--- src/rtl/tmr_pkg.sv ---
package tmr_pkg;

    typedef enum logic [1:0] {
        MD_TIMER = 2'd0,
        MD_GATED = 2'd1,
        MD_COUNT = 2'd2,
        MD_QUAD  = 2'd3
    } tmr_mode_e;

    typedef enum logic [1:0] {
        RL_RUN     = 2'd0,
        RL_CAPTURE = 2'd1,
        RL_RELOAD  = 2'd2,
        RL_RUN_ALT = 2'd3
    } aux_role_e;

    typedef enum logic [1:0] {
        TR_PIN        = 2'd0,
        TR_LATCH_RISE = 2'd1,
        TR_LATCH_FALL = 2'd2,
        TR_LATCH_ANY  = 2'd3
    } rl_trig_e;

    // synchronized pin level and its value one cycle earlier
    typedef struct packed {
        logic now;
        logic prev;
    } pin_evt_t;

    function automatic logic evt_rise(input pin_evt_t e);
        return e.now & ~e.prev;
    endfunction

    function automatic logic evt_edge(input pin_evt_t e);
        return e.now ^ e.prev;
    endfunction

endpackage

--- src/rtl/tmr_pinsync.sv ---
module tmr_pinsync
    import tmr_pkg::*;
#(
    parameter int N      = 3,
    parameter int STAGES = 2
) (
    input  logic           clk,
    input  logic           rst,
    input  logic [N-1:0]   pin,
    output pin_evt_t       evt [N]
);
    for (genvar i = 0; i < N; i++) begin : g_pin
        logic [STAGES:0] sh_q;
        always_ff @(posedge clk) begin
            if (rst) sh_q <= '0;
            else     sh_q <= {sh_q[STAGES-1:0], pin[i]};
        end
        assign evt[i].now  = sh_q[STAGES-1];
        assign evt[i].prev = sh_q[STAGES];
    end
endmodule

--- src/rtl/tmr_prescaler.sv ---
module tmr_prescaler #(
    parameter int SEL_W     = 3,
    parameter int MIN_SHIFT = 4
) (
    input  logic             clk,
    input  logic             rst,
    input  logic [SEL_W-1:0] sel,
    output logic             tick
);
    localparam int CW = MIN_SHIFT + (1 << SEL_W) - 1;

    logic [CW-1:0] cnt_q;
    logic [CW-1:0] mask;

    always_comb begin
        mask = ~({CW{1'b1}} << (MIN_SHIFT + int'(sel)));
        tick = (cnt_q & mask) == mask;
    end

    always_ff @(posedge clk) begin
        if (rst) cnt_q <= '0;
        else     cnt_q <= cnt_q + 1'b1;
    end


    tick_spacing_chk: assert property (@(posedge clk) disable iff (rst)
        tick |=> !tick);
endmodule

--- src/rtl/tmr_step.sv ---
module tmr_step
    import tmr_pkg::*;
#(
    parameter int W = 16
) (
    input  logic          clk,
    input  logic          rst,
    input  tmr_mode_e     mode,
    input  logic          run,
    input  logic          down,
    input  logic          dir_en,
    input  logic          gate_lvl,
    input  logic          tick,
    input  pin_evt_t      cnt_evt,
    input  pin_evt_t      dir_evt,
    input  logic [W-1:0]  cur,
    output logic [W-1:0]  nxt,
    output logic          wrap
);
    localparam logic [W-1:0] ONE = W'(1);

    logic en, dn, a_edge, b_edge;

    always_comb begin
        a_edge = evt_edge(cnt_evt);
        b_edge = evt_edge(dir_evt);
        unique case (mode)
            MD_TIMER: en = run & tick;
            MD_GATED: en = run & tick & (cnt_evt.now == gate_lvl);
            MD_COUNT: en = run & evt_rise(cnt_evt);
            default:  en = run & (a_edge ^ b_edge);
        endcase
        if (mode == MD_QUAD)
            dn = a_edge ? (cnt_evt.now == dir_evt.now) : (dir_evt.now != cnt_evt.now);
        else
            dn = down ^ (dir_en & dir_evt.now);
        nxt  = cur;
        wrap = 1'b0;
        if (en) begin
            if (dn) begin
                nxt  = cur - ONE;
                wrap = (cur == '0);
            end else begin
                nxt  = cur + ONE;
                wrap = &cur;
            end
        end
    end


    quad_collide_chk: assert property (@(posedge clk) disable iff (rst)
        (mode == MD_QUAD && evt_edge(cnt_evt) && evt_edge(dir_evt)) |-> (nxt == cur));


    run_hold_chk: assert property (@(posedge clk) disable iff (rst)
        !run |-> (nxt == cur && !wrap));
endmodule

--- src/rtl/mm_timer_trio.sv ---
module mm_timer_trio
    import tmr_pkg::*;
#(
    parameter int W      = 16,
    parameter int SEL_W  = 3,
    parameter int SYNC   = 2
) (
    input  logic              clk,
    input  logic              rst,
    input  logic [SEL_W-1:0]  presc_sel,
    input  logic [5:0]        mode_sel,
    input  logic [2:0]        run,
    input  logic [2:0]        down,
    input  logic [2:0]        dir_en,
    input  logic [2:0]        gate_lvl,
    input  logic [3:0]        aux_role,
    input  logic [3:0]        rl_trig,
    input  logic [2:0]        ld_en,
    input  logic [W-1:0]      ld_data,
    input  logic [2:0]        cnt_pin,
    input  logic [2:0]        dir_pin,
    output logic [W-1:0]      core_val,
    output logic [W-1:0]      aux0_val,
    output logic [W-1:0]      aux1_val,
    output logic              tgl_out,
    output logic              core_irq,
    output logic [1:0]        aux_irq
);
    localparam int NT = 3;
    localparam int NA = NT - 1;

    pin_evt_t   cevt [NT];
    pin_evt_t   devt [NT];
    logic       tick;
    logic [W-1:0] val_q [NT];
    logic [W-1:0] val_d [NT];
    logic [W-1:0] nxt   [NT];
    logic [NT-1:0] wrap;
    aux_role_e  role [NA];
    rl_trig_e   trig [NA];
    logic [NA-1:0] hit, sel, airq_d;
    logic       tgl_q, tgl_d, core_wrap, cirq_q;
    logic [NA-1:0] airq_q;

    tmr_pinsync #(.N(NT), .STAGES(SYNC)) u_csync (.clk(clk), .rst(rst), .pin(cnt_pin), .evt(cevt));
    tmr_pinsync #(.N(NT), .STAGES(SYNC)) u_dsync (.clk(clk), .rst(rst), .pin(dir_pin), .evt(devt));
    tmr_prescaler #(.SEL_W(SEL_W)) u_presc (.clk(clk), .rst(rst), .sel(presc_sel), .tick(tick));

    for (genvar i = 0; i < NT; i++) begin : g_step
        tmr_step #(.W(W)) u_step (
            .clk(clk), .rst(rst),
            .mode(tmr_mode_e'(mode_sel[2*i +: 2])),
            .run(run[i]), .down(down[i]), .dir_en(dir_en[i]), .gate_lvl(gate_lvl[i]),
            .tick(tick), .cnt_evt(cevt[i]), .dir_evt(devt[i]),
            .cur(val_q[i]), .nxt(nxt[i]), .wrap(wrap[i])
        );
    end

    for (genvar j = 0; j < NA; j++) begin : g_cfg
        assign role[j] = aux_role_e'(aux_role[2*j +: 2]);
        assign trig[j] = rl_trig_e'(rl_trig[2*j +: 2]);
    end

    always_comb begin
        core_wrap = wrap[0] & ~ld_en[0];
        tgl_d     = tgl_q ^ core_wrap;
        // reload requests, lowest index first
        for (int j = 0; j < NA; j++) begin
            hit[j] = 1'b0;
            if (role[j] == RL_RELOAD && !ld_en[0]) begin
                unique case (trig[j])
                    TR_PIN:        hit[j] = evt_rise(cevt[j+1]);
                    TR_LATCH_RISE: hit[j] = core_wrap & tgl_d;
                    TR_LATCH_FALL: hit[j] = core_wrap & ~tgl_d;
                    default:       hit[j] = core_wrap;
                endcase
            end
        end
        sel = '0;
        for (int j = NA - 1; j >= 0; j--) begin
            if (hit[j]) sel = NA'(1) << j;
        end
        val_d[0] = ld_en[0] ? ld_data : nxt[0];
        for (int j = 0; j < NA; j++) begin
            if (sel[j]) val_d[0] = val_q[j+1];
        end
        for (int j = 0; j < NA; j++) begin
            unique case (role[j])
                RL_CAPTURE: begin
                    airq_d[j]  = evt_rise(cevt[j+1]) & ~ld_en[j+1];
                    val_d[j+1] = airq_d[j] ? val_q[0] : val_q[j+1];
                end
                RL_RELOAD: begin
                    airq_d[j]  = sel[j];
                    val_d[j+1] = val_q[j+1];
                end
                default: begin
                    airq_d[j]  = wrap[j+1] & ~ld_en[j+1];
                    val_d[j+1] = nxt[j+1];
                end
            endcase
            if (ld_en[j+1]) val_d[j+1] = ld_data;
        end
    end

    always_ff @(posedge clk) begin
        if (rst) begin
            for (int i = 0; i < NT; i++) val_q[i] <= '0;
            tgl_q  <= 1'b0;
            cirq_q <= 1'b0;
            airq_q <= '0;
        end else begin
            for (int i = 0; i < NT; i++) val_q[i] <= val_d[i];
            tgl_q  <= tgl_d;
            cirq_q <= core_wrap;
            airq_q <= airq_d;
        end
    end

    assign core_val = val_q[0];
    assign aux0_val = val_q[1];
    assign aux1_val = val_q[2];
    assign tgl_out  = tgl_q;
    assign core_irq = cirq_q;
    assign aux_irq  = airq_q;


    latch_irq_chk: assert property (@(posedge clk) disable iff (rst)
        (tgl_out != $past(tgl_out)) |-> core_irq);


    wrap_value_chk: assert property (@(posedge clk) disable iff (rst)
        (core_wrap && sel == '0) |=> (core_val == '0 || core_val == '1));


    reload_src_chk: assert property (@(posedge clk) disable iff (rst)
        sel[0] |=> (core_val == $past(aux0_val)));


    reload_onehot_chk: assert property (@(posedge clk) disable iff (rst)
        $onehot0(aux_irq & {role[1] == RL_RELOAD, role[0] == RL_RELOAD}));

    for (genvar j = 0; j < NA; j++) begin : g_hold_chk

        partner_hold_chk: assert property (@(posedge clk) disable iff (rst)
            (role[j] == RL_RELOAD && !ld_en[j+1]) |=> (val_q[j+1] == $past(val_q[j+1])));
    end
endmodule

--- config.mk ---
export PLATFORM = sky130hd
export DESIGN_NAME = mm_timer_trio
export DESIGN_NICKNAME = d
export VERILOG_FILES = /design/src/rtl/tmr_pkg.sv /design/src/rtl/tmr_pinsync.sv /design/src/rtl/tmr_prescaler.sv /design/src/rtl/tmr_step.sv /design/src/rtl/mm_timer_trio.sv
export SDC_FILE = /design/constraint.sdc
export NUM_CORES = 1
export LEC_CHECK = 0
export CORE_ASPECT_RATIO = 1.4
export CORE_MARGIN = 3
export CORE_UTILIZATION = 50
export CTS_BUF_LIST = sky130_fd_sc_hd__clkbuf_4 sky130_fd_sc_hd__clkbuf_8 sky130_fd_sc_hd__clkbuf_16
export DETAILED_ROUTE_END_ITERATION = 12
export PLACE_DENSITY = 0.79
export SKIP_CTS_REPAIR_TIMING = 1
export SLEW_MARGIN = 40
export SYNTH_ARGS = -nofsm -noshare
export SYNTH_HDL_FRONTEND = slang
export SYNTH_SLANG_ARGS = --single-unit
--- constraint.sdc ---
create_clock -name clk -period 13.8 [get_ports clk]
set_input_delay 1.38 -clock clk [delete_from_list [all_inputs] [get_ports clk]]
set_output_delay 1.38 -clock clk [all_outputs]
set_load 0.005 [all_outputs]
# Word level (Yosys, flattened, before mapping)
# Memory sizes are Yosys's and may differ from the RTL's.
# Cells that the tools add are included.
totals:
  mem_bits_rw: 48
  output_inout_bits: 52
  mem_count: 1
  input_bits: 56
  word_cells: 155
  regBits: 33
classes:
  n_mux: 44
  n_shift: 1
  eq_ne: 27
  addsub: 8
  reduce_logical: 14
  n_bitwise: 50
memory_table:
  columns: ["memory", "depth", "word_bits", "rd", "rd_ports_with_merged_regs", "wr", "line", "source"]
  rows:
  - ["val_q", 3, 16, 3, 0, 3, "mm_timer_trio.sv:35", "logic [W-1:0] val_q [NT];"]
ops:
  columns: ["op", "n"]
  rows:
  - ["16-bit 2-to-1 mux", 16]
  - ["16-bit one-hot mux with 2 select lines", 2]
  - ["16-bit by 1-bit adder with 16-bit output, second input constant", 3]
  - ["16-bit zero test", 3]
  - ["16-bit AND reduction", 3]
  - ["16-bit by 1-bit subtractor with 16-bit output, second input constant", 3]
  - ["11-bit by 32-bit left shift with 11-bit output, first input constant", 1]
  - ["1-bit AND", 25]
  - ["2-bit == test, second input constant", 10]
  - ["1-bit 2-to-1 mux", 17]
  - ["1-bit one-hot mux with 3 select lines", 5]
  - ["2-bit by 1-bit == test with 1-bit output, second input constant", 7]
  - ["1-bit bitwise XOR", 13]
  - ["11-bit by 1-bit adder with 11-bit output, second input constant", 1]
  - ["11-bit AND", 1]
  - ["11-bit == test", 1]
  - ["11-bit NOT", 1]
  - ["2-bit zero test", 5]
  - ["1-bit NOT", 7]
  - ["1-bit == test", 6]
  - ["3-bit by 3-bit adder with 4-bit output, first input constant", 1]
  - ["2-bit 2-to-1 mux", 2]
  - ["1-bit one-hot mux with 2 select lines", 2]
  - ["1-bit != test", 3]
  - ["3 further kinds", 6]

# Depth between registers and ports, before layout
logic_depth:
  word_depth: 20
  depth_mapped: 18
  mapped_depth_nobuf: 17

# Cells and area by module
# A second synthesis with hierarchy kept.
hier_totals:
  hier_cells: 955
  hier_area_um2: 7561.0
modules_own_cells:
  columns: ["mod", "cells_each", "instances", "area_per_inst_um2", "seq_area_each_um2"]
  rows:
  - ["mm_timer_trio", 355, 1, 3113.0, 1041.0]
  - ["tmr_step at g_step[0].u_step", 169, 1, 1157.4, 0.0]
  - ["tmr_step at g_step[1].u_step", 167, 1, 1136.1, 0.0]
  - ["tmr_step at g_step[2].u_step", 164, 1, 1113.6, 0.0]
  - ["tmr_pinsync", 24, 2, 281.5, 180.2]
  - ["tmr_prescaler", 52, 1, 478.0, 220.2]

# Worst setup path before layout
# No wires, ideal clock.
synth_path:
  path_kind: "input -> register"
  start: "input mode_sel[2]"
  end: "memory val_q[1][12] (netlist: val_q[0][28])"
  cell_stages: 12
  setup_ns: 0.114
  path_buffers: 0
  slack_ns: 8.908
  arrival_time_ns: 4.778
  required_ns: 13.686
  cell_sequence: "nand2_1 -> o21ai_0 -> ha_1 -> a21o_1 -> a21oi_1 -> nand2b_1 -> a21oi_1 -> a41o_1 -> o41ai_1 -> xor2_1 -> o211a_1 -> a2111oi_0"
synth_rtl:
  columns: ["item", "line", "source"]
  rows:
  - ["start: declaration", "mm_timer_trio.sv:11", "input logic [5:0] mode_sel,"]
  - ["end: declaration", "mm_timer_trio.sv:35", null]

==> impl_metrics.csv <==
group,metric,value,unit
run,drv_cap,0,
detailed_routing,antenna_left,0,
cells_and_area,fillers,1169,
cts,cts_root_buf,"clkbuf_16",
detailed_routing,drc,0,
synth,synth_top_flop_cell,"dfxtp_1",
detailed_routing,routedWlPerCell,17.1,um
worst_hold_path,hp-class,"flop to flop",
global_route,grt_first_pass_wirelength,31100,um
sta,final.setup_skew,0.00984,ns
cells_and_area,final_cell_area,0.00815,sq mm
synth,synth-edff-count,0,
detailed_routing,routed_wl,19400,um
place,placed_area,0.00783,sq mm
sta,drv_slew,0,
global_route,grt_max_degree,80,
setup_path,critPathMaxStageDelay,0.48,ns
floorplanning,rows,49,
synth,synthArstFlopShare,0,
cts,htree_levels,3,
sta,hold-worst-slack,0.438,ns
sta,tns,0,ns
synth,syn_area,0.00664,sq mm
synth,ys_ff_latch,81,
power,max-vdd-ir-drop,0.0598,mV
place,hpwl,14400,um
floorplanning,die_y,142,um
cts,tritoncts,"built",
sta,finalCritPeriodShare,0.360,
global_route,grt-ovfl-total,0,
synth,yosysTopAreaCellShare,0.244,
setup_path,cp.arrival,5.24,ns
cts,numCtsBuffers,9,
synth,synth_cell_types,61,
cells_and_area,seq_area,0.00162,sq mm
power,power,0.818,mW
synth,synth_area_leader_cell,"dfxtp_1",
cells_and_area,diodes,0,
synth,yosysSeqAreaShare,0.244,
cts,clock_latency,0.35,ns
setup_path,worstSetupStartpointType,"input pin",
detailed_routing,drtPass1Iterations,5,
setup_path,path_max_fanout,15,
synth,synth_nets,973,
synth,synth.area.top_cells,"dfxtp_1 (24%), ha_1 (10%), nand2_1 (5.4%), nor2_1 (5.2%), xor2_1 (4.5%)",
sta,max_freq,0.201,GHz
detailed_routing,first_iter_violations,325,
cts,cts.path.max_buffers,2,
sta,maxSlewHeadroom,0.465,
sta,period_minus_slack,4.97,ns
floorplanning,die_w,103,um
synth,netlist_instances,861,
synth,yosys_warnings,0,
floorplanning,ioPinCount,108,
global_route,grt_pass1_vias,6361,
global_route,track_usage,0.263,
place,numPortBuffers,107,
place,place_congestion,0.915,
sta,finalSetupViolCount,0,
sta,tightest_slew,0.802,ns
setup_path,cpMaxStageDelayCell,"ha_1",
cells_and_area,syn2layout_area_growth,22.7,%
sta,finalHoldViolCount,0,
setup_path,end_kind,"flop",
cts,clkTransAtPathRegs,0.07,ns
cts,cts_sinks,81,
global_route,grt_antenna_before_repair,0,
run_status,status,"finished clean",
cells_and_area,drive_gt1_frac,0.0567,
synth,avgSynthCellArea,7.71,sq um
cells_and_area,multi_input_area,0.00476,sq mm
floorplanning,start_util,0.513,
setup_path,crit_type,"input pin to flop",
setup_path,cp_cell_sequence,"clkdlybuf4s50_1 > nand2_1 > xnor2_1 > mux2i_1 > inv_1 > ha_1 > o21ai_0 > o21ai_0 > nand4_1 > and3_1 > a21oi_1 > xnor2_1 > o211a_1 > or4_1 > a21oi_1",
floorplanning,dieArea,0.0147,sq mm
power,leakage,3.27,nW
setup_path,crit_required,14.07,ns
cells_and_area,nets,1060,
cells_and_area,final_util,0.630,
sta,rsz0062_at_grt,"no",
detailed_routing,vias,6778,
power,p_per_area,100,mW/mm^2
floorplanning,core-area,0.0129,sq mm
detailed_routing,viasPerCell,5.99,
## sequential cells by signal (all words and copies together) (netlist names)
signal and count:
aux_irq 2, u_csync.g_pin.sh_q 9, val_q 48, core_irq 1, u_dsync.g_pin.sh_q 9, tgl_out 1, u_presc.cnt_q 11
## cells in the mapped netlist, types with 8 or more instances
cell	count
a211oi_1	28
a21o_1	16
a21oi_1	52
a31oi_1	10
and3_1	8
clkbuf_1	35
dfxtp_1	81
ha_1	53
inv_1	29
mux2_2	14
mux2i_1	28
nand2_1	95
nand2b_1	10
nand3_1	19
nand4_1	18
nor2_1	92
nor2b_1	26
nor3_1	18
nor4_1	11
o211ai_1	20
o21ai_0	49
o22ai_1	12
xnor2_1	25
xor2_1	34
## cells by family after synthesis
group | share of synthesized area
multiplexers | 0.0660
flip-flops | 0.244
buffers and inverters | 0.0418
AND/OR/NAND/NOR | 0.233
AO/OA/AOI/OAI | 0.228
XOR/XNOR | 0.0778
adder cells (fa/ha/maj) | 0.109
## critical path, delay by kind of cell
family / cells / cell delay, ns
AOI/OAI and AO/OA: 5 / 1.06
xor gates and xnor gates: 2 / 0.23
adders and majority gates: 1 / 0.48
buffers and inverters: 2 / 0.84
muxes: 1 / 0.34
and+or+nand+nor: 4 / 0.90
## where the power goes
| part | leakage [nW] | total (mW) | internal (mW) | switching (mW) |
|---|---|---|---|---|
| Combinational | 2.45 | 0.282 | 0.139 | 0.143 |
| Sequential | 0.667 | 0.284 | 0.249 | 0.0343 |
| Clock | 0.145 | 0.253 | 0.143 | 0.109 |
## through the flow
stage,cells,setup slack (ns)
final,1131,8.83
after global routing,1131,8.46
after CTS,1131,8.77
after detailed placement,1115,8.44
after global placement,1115,8.53
after floorplan,861,8.91
## final cells by class
cell class              count  area share
inverters                  29      0.0134
multi-input cells         712       0.584
clock buffers               9      0.0276
well taps                 178      0.0273
clock inverters             7      0.0101
repair buffers            115       0.138
flip-flops and latches     81       0.199
## per-layer routing
metal / GRT usage / part of all wire / vias up
li1: - / - / 3329
met1: 0.319 / 0.40 / 3147
met2: 0.449 / 0.49 / 230
met3: 0.0289 / 0.058 / 72
met4: 0.138 / 0.044 / 0
met5: 0 / 0 / -
## cells in the final DEF (no fill, tap or decap), types with 6 or more instances in the layout
cell type and instances:
a21oi_1 51, nor4_1 11, ha_1 52, mux2_2 14
a211o_1 6, inv_1 29, o22ai_1 11, a211oi_1 28
xor2_1 34, xnor2_1 25, nor2_1 92, mux2i_1 28
a31oi_1 10, nand2_1 95, o211ai_1 20, nand2b_1 10
or2_2 6, a21o_1 16, dfxtp_1 81, and3_1 8
nor2b_1 26, nand3_1 19, nand4_1 18, o21ai_0 48
clkdlybuf4s50_1 105, nor3_1 18, clkbuf_16 9, buf_4 7
## final timing paths
kind	startpoint	endpoint	slack [ns]	cells past startpoint
worst min-delay path	u_dsync.g_pin[1].sh_q[0]$_SDFF_PP0_	u_dsync.g_pin[1].sh_q[1]$_SDFF_PP0_	0.44	1
worst max register to register	u_csync.g_pin[0].sh_q[1]$_SDFF_PP0_	val_q[0][11]$_SDFFE_PP0P_	9.48	15
worst min register to register	u_dsync.g_pin[1].sh_q[0]$_SDFF_PP0_	u_dsync.g_pin[1].sh_q[1]$_SDFF_PP0_	0.44	1
worst max-delay path	dir_en[0]	val_q[0][11]$_SDFFE_PP0P_	8.83	15
(Power assumes the default switching activity.)
